### src/rtl/dmap_pkg.sv
package dmap_pkg;
  typedef enum logic [1:0] {
    OP_WRITE  = 2'd0,
    OP_WRCONT = 2'd1,
    OP_SKIP   = 2'd2,
    OP_RSVD   = 2'd3
  } op_e;

  typedef enum logic [1:0] {
    ST_IDLE,
    ST_WR,
    ST_FLUSH,
    ST_SKIP
  } st_e;
endpackage

### src/rtl/dmap_src_tracker.sv
// Tracks the byte offset inside the FIFO head word and selects that byte.
module dmap_src_tracker #(
  parameter int DATA_W = 32
) (
  input  logic              clk,
  input  logic              rst_n,
  input  logic              consume,
  input  logic [DATA_W-1:0] word,
  output logic [7:0]        sel_byte,
  output logic              last_lane
);
  localparam int LANES  = DATA_W / 8;
  localparam int LANE_W = $clog2(LANES);

  logic [LANE_W-1:0] off;

  always_ff @(posedge clk) begin
    if (!rst_n)       off <= '0;
    else if (consume) off <= off + 1'b1;
  end

  assign sel_byte  = word[off*8 +: 8];
  assign last_lane = (off == LANE_W'(LANES - 1));
endmodule

### src/rtl/dmap_lane_acc.sv
// Output word register: steers a byte into its destination lane and tracks enables.
module dmap_lane_acc #(
  parameter int DATA_W = 32
) (
  input  logic                      clk,
  input  logic                      rst_n,
  input  logic                      wr_en,
  input  logic [$clog2(DATA_W/8)-1:0] lane,
  input  logic [7:0]                byte_in,
  input  logic                      clear,
  output logic [DATA_W-1:0]         data,
  output logic [DATA_W/8-1:0]       be
);
  localparam int LANES = DATA_W / 8;

  for (genvar i = 0; i < LANES; i++) begin : g_lane
    always_ff @(posedge clk) begin
      if (!rst_n) begin
        data[i*8 +: 8] <= '0;
        be[i]          <= 1'b0;
      end else if (wr_en && lane == i) begin
        data[i*8 +: 8] <= byte_in;
        be[i]          <= 1'b1;
      end else if (clear) begin
        be[i]          <= 1'b0;
      end
    end
  end
endmodule

### src/rtl/dma_byte_packer.sv
module dma_byte_packer #(
  parameter int DATA_W = 32,
  parameter int ADDR_W = 32,
  parameter int CNT_W  = 12
) (
  input  logic                clk,
  input  logic                rst_n,
  input  logic                cmd_valid,
  output logic                cmd_ready,
  input  logic [1:0]          cmd_op,
  input  logic [CNT_W-1:0]    cmd_count,
  input  logic [ADDR_W-1:0]   cmd_addr,
  output logic                cmd_done,
  input  logic                fifo_valid,
  output logic                fifo_ready,
  input  logic [DATA_W-1:0]   fifo_data,
  output logic                bus_valid,
  input  logic                bus_ready,
  output logic [ADDR_W-1:0]   bus_addr,
  output logic [DATA_W-1:0]   bus_data,
  output logic [DATA_W/8-1:0] bus_be
);
  import dmap_pkg::*;

  localparam int LANES  = DATA_W / 8;
  localparam int LANE_W = $clog2(LANES);

  st_e                  st;
  logic [ADDR_W-1:0]    dst;
  logic [ADDR_W-LANE_W-1:0] word_addr;
  logic [CNT_W-1:0]     cnt;
  logic                 consume, last_lane, acc_wr, acc_clr;
  logic [7:0]           src_byte;
  op_e                  op;

  assign op        = op_e'(cmd_op);
  assign consume   = (st == ST_WR || st == ST_SKIP) && fifo_valid;
  assign acc_wr    = (st == ST_WR) && fifo_valid;
  assign acc_clr   = (st == ST_FLUSH) && bus_ready;
  assign cmd_ready = (st == ST_IDLE);
  assign fifo_ready = consume && last_lane;
  assign bus_valid = (st == ST_FLUSH);
  assign bus_addr  = {word_addr, {LANE_W{1'b0}}};

  dmap_src_tracker #(.DATA_W(DATA_W)) u_src (
    .clk(clk), .rst_n(rst_n), .consume(consume), .word(fifo_data),
    .sel_byte(src_byte), .last_lane(last_lane)
  );

  dmap_lane_acc #(.DATA_W(DATA_W)) u_acc (
    .clk(clk), .rst_n(rst_n), .wr_en(acc_wr), .lane(dst[LANE_W-1:0]),
    .byte_in(src_byte), .clear(acc_clr), .data(bus_data), .be(bus_be)
  );

  always_ff @(posedge clk) begin
    if (!rst_n) begin
      st        <= ST_IDLE;
      dst       <= '0;
      word_addr <= '0;
      cnt       <= '0;
      cmd_done  <= 1'b0;
    end else begin
      cmd_done <= 1'b0;
      unique case (st)
        ST_IDLE: if (cmd_valid) begin
          cnt <= cmd_count;
          if (op == OP_WRITE) dst <= cmd_addr;
          if (cmd_count == '0)                          cmd_done <= 1'b1;
          else if (op == OP_WRITE || op == OP_WRCONT)   st <= ST_WR;
          else                                          st <= ST_SKIP;
        end
        ST_WR: if (fifo_valid) begin
          dst       <= dst + 1'b1;
          cnt       <= cnt - 1'b1;
          word_addr <= dst[ADDR_W-1:LANE_W];
          if (dst[LANE_W-1:0] == LANE_W'(LANES - 1) || cnt == CNT_W'(1))
            st <= ST_FLUSH;
        end
        ST_FLUSH: if (bus_ready) begin
          if (cnt == '0) begin
            st       <= ST_IDLE;
            cmd_done <= 1'b1;
          end else begin
            st <= ST_WR;
          end
        end
        ST_SKIP: if (fifo_valid) begin
          cnt <= cnt - 1'b1;
          if (cnt == CNT_W'(1)) begin
            st       <= ST_IDLE;
            cmd_done <= 1'b1;
          end
        end
        default: st <= ST_IDLE;
      endcase
    end
  end
endmodule

### config.mk
export PLATFORM = sky130hd
export DESIGN_NAME = dma_byte_packer
export DESIGN_NICKNAME = d
export VERILOG_FILES = /design/src/rtl/dmap_pkg.sv /design/src/rtl/dmap_src_tracker.sv /design/src/rtl/dmap_lane_acc.sv /design/src/rtl/dma_byte_packer.sv
export SDC_FILE = /design/constraint.sdc
export NUM_CORES = 1
export LEC_CHECK = 0
export ABC_AREA = 1
export BUFFER_PORTS_ARGS = -buffer_cell sky130_fd_sc_hd__buf_2
export CAP_MARGIN = 20
export CORE_ASPECT_RATIO = 0.7
export CORE_MARGIN = 4
export CORE_UTILIZATION = 33
export DETAILED_ROUTE_END_ITERATION = 16
export PLACE_DENSITY = 0.64
export SYNTH_ARGS = -nofsm -noshare
export SYNTH_HDL_FRONTEND = slang
export SYNTH_HIERARCHICAL = 1
export SYNTH_SLANG_ARGS = --single-unit
### constraint.sdc
create_clock -name clk -period 4.1 [get_ports clk]
set_input_delay 0 -clock clk [delete_from_list [all_inputs] [get_ports clk]]
set_output_delay 0 -clock clk [all_outputs]
set_load 0.05 [all_outputs]
# Yosys cells after proc, flatten, opt, wreduce, memory -nomap -nowiden

Cells that the tools add are included.

Eq/ne operators: 18
Muxes and demuxes: 29
$add $sub $neg: 3
Reduce and logical (&&, ||, !) cells: 27
Shifts and indexed selects: 1

Operator list:

| kind                                                                    | count |
|---|---|
| 32-bit two-way mux                                                      | 3 |
| 32-bit one-hot mux with 2 select lines                                  | 1 |
| 32-bit by 1-bit adder with 32-bit output, second input constant         | 1 |
| 32-bit by 6-bit indexed part select with 8-bit output                   | 1 |
| 12-bit zero test                                                        | 2 |
| 12-bit two-way mux                                                      | 2 |
| 12-bit one-hot mux with 2 select lines                                  | 1 |
| 2-bit two-way mux                                                       | 8 |
| 12-bit by 1-bit equality test with 1-bit output, second input constant  | 1 |
| 1-bit two-way mux                                                       | 12 |
| 2-bit nonzero test                                                      | 6 |
| 12-bit by 1-bit subtractor with 12-bit output, second input constant    | 1 |
| 2-bit equality test, second input constant                              | 5 |
| 2-bit by 1-bit inequality test with 1-bit output, second input constant | 5 |
| 1-bit logical AND                                                       | 8 |
| 2-bit inequality test, second input constant                            | 4 |
| 2-bit one-hot mux with 4 select lines                                   | 1 |
| 7-bit AND reduction                                                     | 1 |
| 2-bit by 1-bit equality test with 1-bit output, second input constant   | 3 |
| 2-bit zero test                                                         | 3 |
| 4-bit AND reduction                                                     | 1 |
| 1-bit logical OR                                                        | 3 |
| 1-bit one-hot mux with 3 select lines                                   | 1 |
| 3-bit AND reduction                                                     | 1 |
| 3 further kinds                                                         | 3 |

Bits in registers: 115
Output and inout port bits: 72
Word-level logic and storage cells: 92
Bits of input ports: 83

# Depth between registers and ports, before layout

Gate-level depths: netlist (run 1).

Word-level depth: 6
Mapped depth: 10
Gate-level depth less buffers: 10

# By module

The synthesis (run 1) kept the hierarchy.

By module, submodules not included:

| module           | times used | seq. area each (sq um) | area an instance (sq um) | cells an instance |
|---|---|---|---|---|
| dma_byte_packer  | 1          | 1,541.5                | 4,539.4                  | 743 |
| dmap_lane_acc    | 1          | 720.7                  | 1,530.2                  | 223 |
| dmap_src_tracker | 1          | 40.0                   | 568.0                    | 104 |

# Worst setup path after synthesis (run 1)

No wires, ideal clock.

Path type: register to register
Start point: register st[0]
End point: register st[1]
Library setup time: 113 ps
Stages on the path, launching flop included: 10
Slack: 2,269 ps
Required time: 3,987 ps
Period minus slack after synthesis: 1,831 ps
Data arrival time: 1,719 ps
Buffers on the path: 1
Cells stage by stage: dfxtp_1 buf_6 nor2_1 inv_1 nor2_1 nand2_1 nand2_1 nor2_1 nor2_1 nor2_1

Word-level cells in the longest chain between the ends: 3
Elaborated cells on any way between the ends: 13
Classes of those cells: eq/ne: 10; mux: 1; reduce/logical: 2

RTL lines:

| element                                | line                  | text |
|---|---|---|
| from (decl)                            | dma_byte_packer.sv:28 | `st_e st;` |
| from (signal assigned)                 | dma_byte_packer.sv:57 | `st <= ST_IDLE;` |
| from (signal assigned)                 | dma_byte_packer.sv:69 | `else if (op == OP_WRITE \|\| op == OP_WRCONT) st <= ST_WR;` |
| from (signal assigned)                 | dma_byte_packer.sv:70 | `else st <= ST_SKIP;` |
| 2-bit zero test *                      | n/a                   |  |
| via cmd_ready                          | dma_byte_packer.sv:9  | `output logic cmd_ready,` |
| 2-bit inequality test (no source line) | n/a                   |  |
| 7-bit AND reduction (no source line)   | n/a                   |  |

The timed path passes the listed nets; every way through them passes the cells marked *.
A chain may end at the register's enable or synchronous reset.

# Final worst setup path (run 1)

Start point: register st[0]
End point: register dst[19]

Word-level cells in the longest chain between the ends: 3
Elaborated cells on any way between the ends: 8
Classes of those cells: eq/ne: 4; mux: 1; reduce/logical: 3

RTL lines:

| element                                                                           | line                  | text |
|---|---|---|
| 2-bit by 1-bit equality test with 1-bit output or 2-bit zero test (tied branches) | dma_byte_packer.sv:64 | `unique case (st)` |
| 2-bit inequality test (no source line), or another cell as far along              | n/a                   |  |
| 4-bit AND reduction (no source line)                                              | n/a                   |  |
| to (signal assigned)                                                              | dma_byte_packer.sv:67 | `if (op == OP_WRITE) dst <= cmd_addr;` |
| to (signal assigned)                                                              | dma_byte_packer.sv:73 | `dst <= dst + 1'b1;` |
| to (decl)                                                                         | dma_byte_packer.sv:29 | `logic [ADDR_W-1:0] dst;` |

Parallel ways exist; a longest one is shown, timed or not.

==> results of run 1 <==
## how the worst max path moves through the flow
stage | slack, ns | endpoint | startpoint | depth (start not counted)
floorplan | 2.27 | st[1] | st[0] | 9
global placement | 1.56 | dst[19] | st[0] | 8
detailed placement | 1.48 | dst[19] | st[0] | 8
CTS | 1.47 | dst[19] | st[0] | 8
global route | 1.15 | dst[19] | st[0] | 8
finish | 1.43 | dst[19] | st[0] | 8
## where the power goes
| group | leakage [nW] | internal, W | total [W] | switching (W) |
|---|---|---|---|---|
| Combinational | 2.77 | 0.000626 | 0.00222 | 0.00159 |
| Sequential | 0.937 | 0.00138 | 0.00167 | 0.000293 |
| Clock | 0.292 | 0.000973 | 0.00150 | 0.000528 |
## through the flow
stage	utilization [%]	cells	worst slack [ns]	cell area [sq um]	total power [W]
final	42.6	1518	1.43	8440	0.00539
after global routing	42.6	1518	1.15	8440	0.00577
after CTS	42.6	1518	1.47	8440	0.00542
after detailed placement	37.7	1448	1.48	7460	0.00386
after global placement	37.7	1448	1.56	7460	0.00385
after floorplan	-	1071	2.27	6640	0.00339
## per-layer routing
layer / track usage, % / part of all wire, % / vias up / wire [um]
met4: 4.36 / 0.65 / 0 / 134
li1: - / - / 3666 / -
met3: 4.41 / 8.7 / 14 / 1790
met5: 0 / 0 / - / 0
met2: 24.8 / 40 / 275 / 8140
met1: 27.7 / 51 / 3145 / 10500
## cells in the final DEF (no fill, tap or decap), types with 3 or more instances in the layout
cell,synthesis,routed
buf_2,12,152
inv_2,6,6
inv_1,123,123
a21oi_1,77,77
dlygate4sd3_1,0,38
dfxtp_1,115,115
nand2_1,288,288
nand3_1,66,66
nor2_1,201,201
ha_1,4,4
a31oi_1,3,3
nor2_2,10,9
o21ai_1,6,6
xnor2_1,3,3
clkinv_2,0,3
or2_1,3,3
nand2_2,15,15
nand2_4,4,4
clkbuf_8,1,5
nand3_2,10,10
nor3_1,3,3
nor2_4,2,3
o21ai_0,61,61
clkbuf_16,0,17
## sequential cells by signal (all words and copies together) (netlist names)
name,cells
cmd_done,1
cnt,12
dst,32
st,2
u_acc/be,4
u_acc/data,32
u_src/off,2
word_addr,30
## area by class of cell
class / count / share of cell area [%]
clock buffer: 24 / 5.94
clock inverter: 8 / 1.17
inverter: 131 / 5.91
multi-input combinational: 778 / 42.0
sequential: 115 / 27.3
tap: 270 / 4.00
timing repair buffer: 192 / 13.7
## worst register-to-register path, stage by stage, from the launching register on
cell and delay [ns]:
dfxtp_1 0.85, nand2_4 0.28, inv_2 0.68, nand3_1 0.27, nor2_1 0.20, nand2_1 0.07
nand2_1 0.05, nand2_1 0.05, a21oi_1 0.14
## synth_stat cells, types with 4 or more instances
cell	number	area share, %
nand2_2	15	1.4
nand3_1	66	5.0
clkbuf_1	18	1.0
buf_6	8	1.4
dfxtp_1	115	35
a21oi_1	77	5.8
o21ai_1	6	0.45
ha_1	4	0.75
buf_4	6	0.68
nor2_1	201	11
nand2_1	288	16
nand3_2	10	1.5
inv_2	6	0.34
nand2_4	4	0.68
o21ai_0	61	4.6
buf_2	12	0.90
inv_1	123	7.0
nor2_2	10	0.94
## logic make-up (layout without fill, tap and decap cells)
logic type,Yosys count,after routing
AOI/OAI and AO/OA,157,157
xor gates and xnor gates,4,4
adders and majority gates,4,4
buffers and inverters,178,355
DFF,115,115
other,1,2
and+or+nand+nor,611,611
## what timing repair did
action                                  in CTS  in global routing
hold buffers                                38                  0
endpoints found under the setup margin       0                  0
buffers inserted                             0                  0
hold endpoints to repair                    38                  0
==> reports/results.ini, run 1 <==
[status]
status = completed

[clocking]
cts_buffers = 17
clockBufferDepth = 2
cts.htree.levels = 4
clkSinkCount = 115
cts-root-buf = clkbuf_16
clock_latency_ns = 0.41
cts_tree = yes
clk_pin_slew_worst_paths_ns = 0.06
cts_resized = 0

[detailed_routing]
wl_mm = 20.6
drcViolationCount = 0
vias_per_cell = 4.68
ant_nets = 0
first_pass_iters = 5
post_drt_wl_per_cell_um = 13.5
dr_total_vias = 7100
drtIter0Drc = 670

[logic_synthesis]
synth-main-ff-cell = dfxtp_1
synth_edf_count = 0
synthAdderAreaFrac_pct = 0.754
synthXorXnorAreaFrac_pct = 0.528
synth_simple_gate_area_share_pct = 39.5
synth.ff_latch_count = 115
async_flop_share_pct = 0
synth_compound_area_share_pct = 12.5
ys_warn_count = 6
synth_area_sq_mm = 0.00664
synth_top_family_by_area = simple AND/OR/NAND/NOR gates
syn_area_per_cell_sq_um = 6.20
yosysSeqAreaShare_pct = 34.7
synthDistinctLibCells = 42
muxShareOfSynthArea_pct = 0
netlist_instances = 1070

[floorplanning]
core_sq_mm = 0.0198
die_area_sq_mm = 0.0225
die_w_um = 178
initial_core_util_pct = 33.5
rows = 43
die_h_um = 127
pin_count = 155

[critical_path]
r2r_end = dst[19]
path_class = register to register
crit_path_end_kind = register
worstPathRequired_ns = 4.43
r2r.worst_path.cells = 8
cpLargestDelayFamily = simple AND/OR/NAND/NOR gates
cp-start-kind = register
rr_startpoint = st[0]
path_max_fanout = 52
path_buf_inv = 1
cp_common_cell = nand2_1
crit_slowest_cell = dfxtp_1
worstPathArrival_ns = 3.00
max_stage_delay_ns = 0.85
rrSetupSlack_ns = 1.43
path_cells = nand2_4, inv_2, nand3_1, nor2_1, nand2_1, nand2_1, nand2_1, a21oi_1

[place]
gp_congestion = 0.914
port_buffers = 152
dp.final_hpwl_mm = 15.1

[global_routing]
gr-total-overflow = 0
antenna_found_initial = 0
gr-usage-all-layers_pct = 17.9
grt_max_degree = 77
grt_pass1_wl_mm = 32.4
first_global_vias = 6204

[min_path]
hp-class = primary input to register
hold_path_end = dst[3]
min_from = cmd_addr[3]
hold_path_depth = 5

[sta]
period_share_pct = 65.1
max_freq_mhz = 375
hold_slack_ns = 0.0281
worst_pin_slew_ns = 0.894
relSlewSlack_pct = 40.3
maxSlewViolCount = 0
finalSetupViolations = 0
fin_crit_ns = 2.67
worst_clock_skew_ns = 0.00918
fin_tns_setup_ns = 0
rsz0062_at_grt = false
hold_violations = 0

[cells_and_area]
n_antenna_cell = 0
area_growth_pct = 27.2
drive_above_1_share_pct = 19.2
final-seq-area_sq_mm = 0.00230
nNetsFinal = 1322
multi_input_area_sq_mm = 0.00354
fillers = 2156

[pwr]
ir_worst_vdd_uv = 305
power_density_mw_per_mm2 = 638
power.leakage_nw = 4.00

[flow_run]
drv_cap = 0

(Power assumes the default switching activity.)
==> inputs of run 2 (changes only) <==
ABC_AREA = 0   (was 1)
PLACE_DENSITY = 0.65   (was 0.64)
clock period = 2.63 ns   (was 4.1 ns; I/O delays follow)
==> run 2 against run 1 <==
Net effect: combinational power decreased by 51%; first-iteration DRC count decreased by 32%; final cell count decreased by 26%; sequential cell count unchanged; sequential share of layout area increased by 2.4 points.
==> reports/results.ini, run 2 <==
[min_path]
hp-class = primary input to register  ; unchanged

[global_routing]
gr-total-overflow = 0  ; unchanged
grt_max_degree = 50  ; was 77
first_global_vias = 5444  ; was 6204
antenna_found_initial = 1  ; was 0
gr-usage-all-layers_pct = 17.2  ; was 17.9%
grt_pass1_wl_mm = 28.5  ; was 32.4 mm

[sta]
fin_tns_setup_ns = 0  ; unchanged
fin_crit_ns = 2.35  ; was 2.67 ns
relSlewSlack_pct = 31.3  ; was 40.3%
worst_pin_slew_ns = 1.03  ; was 0.894 ns
finalSetupViolations = 0  ; unchanged
rsz0062_at_grt = false  ; unchanged
period_share_pct = 89.3  ; was 65.1%
setup_ws_ns = 0.281  ; was 1.43 ns
hold_violations = 0  ; unchanged
worst_clock_skew_ns = 0.0145  ; was 0.00918 ns
maxSlewViolCount = 0  ; unchanged
max_freq_mhz = 426  ; was 375 MHz

[place]
dp_slack_ns = 0.310  ; was 1.48 ns
placed_area_sq_mm = 0.00689  ; was 0.00746 sq mm
port_buffers = 152  ; unchanged
dpl.cell_count = 1067  ; was 1448
gp_congestion = 0.867  ; was 0.914
dp.final_hpwl_mm = 12.9  ; was 15.1 mm

[critical_path]
worstPathRequired_ns = 2.92  ; was 4.43 ns
crit_path_end_kind = register  ; unchanged
path_class = register to register  ; unchanged
cp-start-kind = register  ; unchanged
worstPathArrival_ns = 2.64  ; was 3.00 ns
path_max_fanout = 9  ; was 52

[logic_synthesis]
synth_commonest_cells = nand2_1 (143), dfxtp_1 (115), a21oi_1 (65)  ; was nand2_1 (288), nor2_1 (201), inv_1 (123)
muxShareOfSynthArea_pct = 9.74  ; was 0%
yosysMostFrequentCell = nand2_1  ; unchanged
synth_top_family_by_area = simple AND/OR/NAND/NOR gates  ; unchanged
synth_top_area_share_pct = 38.6  ; was 34.7%
syn_area_per_cell_sq_um = 8.28  ; was 6.20 sq um
synth_top_area_cell = dfxtp_1  ; unchanged
synth_simple_gate_area_share_pct = 26.2  ; was 39.5%
synthXorXnorAreaFrac_pct = 0.147  ; was 0.528%
yosysSeqAreaShare_pct = 38.6  ; was 34.7%
synthDistinctLibCells = 71  ; was 42
synth_area_sq_mm = 0.00596  ; was 0.00664 sq mm
ys_warn_count = 6  ; unchanged
synth.ff_latch_count = 115  ; unchanged
netlist_instances = 720  ; was 1070
synth-main-ff-cell = dfxtp_1  ; unchanged
synth_top_cells_by_area = dfxtp_1 (39%), nand2_1 (9.0%), mux2i_1 (6.7%)  ; was dfxtp_1 (35%), nand2_1 (16%), nor2_1 (11%)
synthAdderAreaFrac_pct = 0.840  ; was 0.754%
synth_edf_count = 0  ; unchanged
synth_compound_area_share_pct = 18.8  ; was 12.5%
async_flop_share_pct = 0  ; unchanged

[cells_and_area]
final-seq-area_sq_mm = 0.00230  ; unchanged
layout.cells.non_filler = 1130  ; was 1518
area_growth_pct = 30.0  ; was 27.2%
drive_above_1_share_pct = 26.4  ; was 19.2%
multi_input_area_sq_mm = 0.00334  ; was 0.00354 sq mm
n_antenna_cell = 0  ; unchanged
final_cell_mix = buf_2 (152), nand2_1 (143), dfxtp_1 (115), a21oi_1 (65), nor2_1 (44)  ; was nand2_1 (288), nor2_1 (201), buf_2 (152), inv_1 (123), dfxtp_1 (115)
final_common_cell = buf_2  ; was nand2_1
fillers = 1777  ; was 2156
top_regs = dst: 32 flops, u_acc/data: 32 flops, word_addr: 30 flops  ; unchanged
final_cell_area_sq_mm = 0.00774  ; was 0.00844 sq mm
nNetsFinal = 973  ; was 1322

[floorplanning]
initial_core_util_pct = 34.2  ; was 33.5%
rows = 40  ; was 43
die_area_sq_mm = 0.0203  ; was 0.0225 sq mm
core_sq_mm = 0.0174  ; was 0.0198 sq mm
die_w_um = 169  ; was 178 um
die_h_um = 120  ; was 127 um
pin_count = 155  ; unchanged

[clocking]
clockBufferDepth = 2  ; unchanged
clkSinkCount = 115  ; unchanged
cts_setup_buffers = 0  ; unchanged
cts_tree = yes  ; unchanged
cts-root-buf = clkbuf_16  ; unchanged
clock_latency_ns = 0.41  ; about the same
clk_pin_slew_worst_paths_ns = 0.06  ; about the same
cts.htree.levels = 4  ; unchanged
cts_buffers = 17  ; unchanged

[detailed_routing]
first_pass_iters = 5  ; unchanged
wl_mm = 18.0  ; was 20.6 mm
dr_total_vias = 5913  ; was 7100
post_drt_wl_per_cell_um = 15.9  ; was 13.5 um
drtIter0Drc = 457  ; was 670
vias_per_cell = 5.23  ; was 4.68
ant_nets = 0  ; unchanged
drcViolationCount = 0  ; unchanged

[pwr]
power_w = 0.00523  ; was 0.00539 W
power.leakage_nw = 3.39  ; was 4.00 nW
power_density_mw_per_mm2 = 675  ; was 638 mW/mm^2
ir_worst_vdd_uv = 354  ; was 305 uV

[status]
status = completed  ; unchanged

[flow_run]
drv_cap = 0  ; unchanged

==> run 2: area by class of cell <==
class	instances	area share (%)
sequential	115	29.7
clock inverter	15	1.58
clock buffer	17	5.49
tap	231	3.73
inverter	12	0.582
timing repair buffer	200	15.8
multi-input combinational	540	43.1
==> run 2: per-stage QoR <==
step	hold slack, ns	utilization, %
after detailed placement	0.288	39.5
after floorplan	0.122	-
final	0.0197	44.5
after CTS	0.00246	44.5
after global placement	0.290	39.5
after global routing	0.0127	44.5
==> run 2: metal layers <==
metal | track usage, % | share of wire, % | up-vias
li1 | - | - | 2905
met1 | 25.5 | 49 | 2777
met2 | 25.2 | 43 | 217
met3 | 4.74 | 7.7 | 12
met4 | 2.79 | 0.67 | 2
met5 | 0 | 0.072 | -
==> run 2: path summary, 6_finish.rpt <==
| check | from | endpoint | slack, ns | depth (start not counted) |
|---|---|---|---|---|
| worst max-delay path | dst[0] | dst[30] | 0.28 | 6 |
| worst min-delay path | cmd_addr[9] | dst[9] | 0.02 | 3 |
| worst max register to register | dst[0] | dst[30] | 0.28 | 6 |
| worst min register to register | word_addr[21] | word_addr[21] | 0.45 | 2 |
==> run 2: kinds of logic (layout without fill, tap and decap cells) <==
logic type      count (synthesis)  count (layout)
compound gates                174             174
xor+xnor                        1               1
fa+ha+maj                       4               4
buf+inv                        66             244
flops                         115             115
mux                            48              48
other cells                     1               2
simple gates                  311             311
==> run 2: critical path, cell delays in order, from the launching register on <==
cell and delay [ns]:
dfxtp_1 0.51, ha_1 0.28, nand3_1 0.33, nor4_4 0.53, nand2_1 0.15, and3_1 0.22
a211o_1 0.21
==> run 2: what timing repair did <==
item | in CTS | in global routing
gates resized for setup | 0 | 0
hold buffers | 31 | 0
hold endpoints to repair | 31 | 0
==> run 2: where the power goes <==
part / total, W / internal, W / switching [W] / leakage, nW
sequential: 0.00200 / 0.00185 / 0.000152 / 0.933
clock: 0.00214 / 0.00123 / 0.000911 / 0.263
combinational: 0.00109 / 0.000426 / 0.000661 / 2.19
total: 0.00523 / 0.00350 / 0.00172 / 3.39
==> inputs of run 3 (changes only) <==
CORE_ASPECT_RATIO = 1.5   (was 0.7)
==> run 3 against run 2 <==
Net effect: hold slack worse by 0.014 ns; sequential share of layout area down 0.057 points; total power up 1.6%; die area about the same; global-route usage up 0.33 points; combinational power about the same; critical endpoint is now cnt[2].
==> reports/results.ini, run 3 (synthesized netlist as in run 2, its figures left out) <==
[cells_and_area]
final_common_cell = buf_2  ; unchanged
nNetsFinal = 977  ; was 973
n_antenna_cell = 0  ; unchanged
drive_above_1_share_pct = 26.1  ; was 26.4%
area_growth_pct = 30.2  ; was 30.0%
final_cell_mix = buf_2 (152), nand2_1 (143), dfxtp_1 (115), a21oi_1 (65), nor2_1 (44)  ; unchanged
final_cell_area_sq_mm = 0.00776  ; was 0.00774 sq mm
top_regs = dst: 32 flops, u_acc/data: 32 flops, word_addr: 30 flops  ; unchanged

[pwr]
ir_worst_vdd_uv = 470  ; was 354 uV
power_density_mw_per_mm2 = 685  ; was 675 mW/mm^2
power.leakage_nw = 3.40  ; was 3.39 nW

[place]
gp_congestion = 0.893  ; was 0.867
port_buffers = 152  ; unchanged
dp.final_hpwl_mm = 12.9  ; about the same
placed_area_sq_mm = 0.00684  ; was 0.00689 sq mm

[detailed_routing]
vias_per_cell = 5.24  ; was 5.23
dr_total_vias = 5849  ; was 5913
met3_length_um = 768  ; was 1.39 mm
post_drt_wl_per_cell_um = 16.1  ; was 15.9 um
first_pass_iters = 5  ; unchanged
drtIter0Drc = 354  ; was 457
wl_mm = 18.0  ; about the same
drcViolationCount = 0  ; unchanged
highest_layer = met4  ; was met5
wl_met1_mm = 7.62  ; was 8.78 mm
ant_nets = 0  ; unchanged
met2_length_mm = 8.88  ; was 7.66 mm

[clocking]
cts_tree = yes  ; unchanged
cts-root-buf = clkbuf_16  ; unchanged
clock_latency_ns = 0.40  ; was 0.41 ns
cts_buffers = 17  ; unchanged
clkSinkCount = 115  ; unchanged
clockBufferDepth = 2  ; unchanged
cts_resized = 0  ; unchanged
clk_pin_slew_worst_paths_ns = 0.06  ; about the same
cts.htree.levels = 4  ; unchanged

[floorplanning]
die_w_um = 118  ; was 169 um
pin_count = 155  ; unchanged
core_sq_mm = 0.0176  ; was 0.0174 sq mm
rows = 59  ; was 40
die_area_sq_mm = 0.0203  ; about the same
initial_core_util_pct = 33.9  ; was 34.2%
die_h_um = 173  ; was 120 um

[status]
status = completed  ; unchanged

[global_routing]
grt_pass1_wl_mm = 29.3  ; was 28.5 mm
antenna_found_initial = 0  ; was 1
grt_max_degree = 71  ; was 50
gr-usage-all-layers_pct = 17.5  ; was 17.2%
first_global_vias = 5703  ; was 5444
gr-total-overflow = 0  ; unchanged

[critical_path]
worstPathArrival_ns = 2.57  ; was 2.64 ns
worstPathRequired_ns = 2.92  ; about the same
cp-start-kind = register  ; unchanged
path_max_fanout = 30  ; was 9
max_stage_delay_ns = 0.77  ; was 0.53 ns
path_cells = buf_4, nor3b_1, a21oi_1, o21ai_0, a222oi_1, nor2_1  ; was ha_1, nand3_1, nor4_4, nand2_1, and3_1, a211o_1
crit_slowest_cell = a21oi_1  ; was nor4_4
path_class = register to register  ; unchanged
crit_path_end_kind = register  ; unchanged

[min_path]
hp-class = primary input to register  ; unchanged

[sta]
worst_pin_slew_ns = 0.969  ; was 1.03 ns
maxSlewViolCount = 0  ; unchanged
fin_tns_setup_ns = 0  ; unchanged
hold_violations = 0  ; unchanged
period_share_pct = 86.6  ; was 89.3%
relSlewSlack_pct = 35.4  ; was 31.3%
fin_crit_ns = 2.28  ; was 2.35 ns
finalSetupViolations = 0  ; unchanged
worst_clock_skew_ns = 0.00816  ; was 0.0145 ns
max_freq_mhz = 439  ; was 426 MHz
rsz0062_at_grt = false  ; unchanged

[flow_run]
drv_cap = 0  ; unchanged

-- run 3: critical path, delay by kind of cell, from the launching register on --
| kind | cells | cell delay (ns) |
|---|---|---|
| AO/OA/AOI/OAI | 3 | 1.31 |
| flip-flops | 1 | 0.33 |
| buffers and inverters | 1 | 0.30 |
| AND/OR/NAND/NOR | 2 | 0.22 |
-- run 3: power breakdown --
| part | switching (W) | total [W] | leakage (nW) | internal, W |
|---|---|---|---|---|
| Clock | 0.000923 | 0.00225 | 0.273 | 0.00133 |
| Sequential | 0.000148 | 0.00200 | 0.933 | 0.00185 |
| Combinational | 0.000654 | 0.00106 | 2.19 | 0.000410 |
-- run 3: repair_timing --
item | in CTS | in global routing
hold buffers | 35 | 0
setup buffers | 0 | 0
endpoints found under the hold margin | 35 | 0
-- run 3: stage by stage --
| stage | worst slack, ns | cells | total power, W | hold WS, ns | utilization (%) |
|---|---|---|---|---|---|
| floorplan | 0.750 | 721 | 0.00279 | 0.122 | - |
| global placement | 0.479 | 1049 | 0.00305 | 0.261 | 38.9 |
| detailed placement | 0.428 | 1049 | 0.00306 | 0.267 | 38.9 |
| CTS | 0.436 | 1116 | 0.00536 | 0.000494 | 44.2 |
| global route | 0.0399 | 1116 | 0.00558 | 0.0157 | 44.2 |
| finish | 0.352 | 1116 | 0.00531 | 0.00617 | 44.2 |
-- run 3: cell type report --
class                           count  area, sq um
Sequential cell                   115         2300
Tap cell                          213          267
Fill cell                        1700         9810
Multi-Input combinational cell    540         3340
Clock inverter                     15          145
Clock buffer                       17          425
Inverter                           12         45.0
Timing Repair Buffer              204         1240
-- run 3: worst paths after layout --
| kind | startpoint | end | cells after the start | slack (ns) |
|---|---|---|---|---|
| max | st[0] | cnt[2] | 6 | 0.35 |
| min | cmd_addr[9] | dst[9] | 3 | 0.006 |
| max reg2reg | st[0] | cnt[2] | 6 | 0.35 |
| min reg2reg | word_addr[23] | word_addr[23] | 2 | 0.45 |
-- run 3: per-layer routing --
layer | vias up | global-route usage, %
met2 | 179 | 29.9
li1 | 2922 | -
met1 | 2711 | 20.7
met5 | - | 0
met4 | 0 | 9.49
met3 | 37 | 3.27
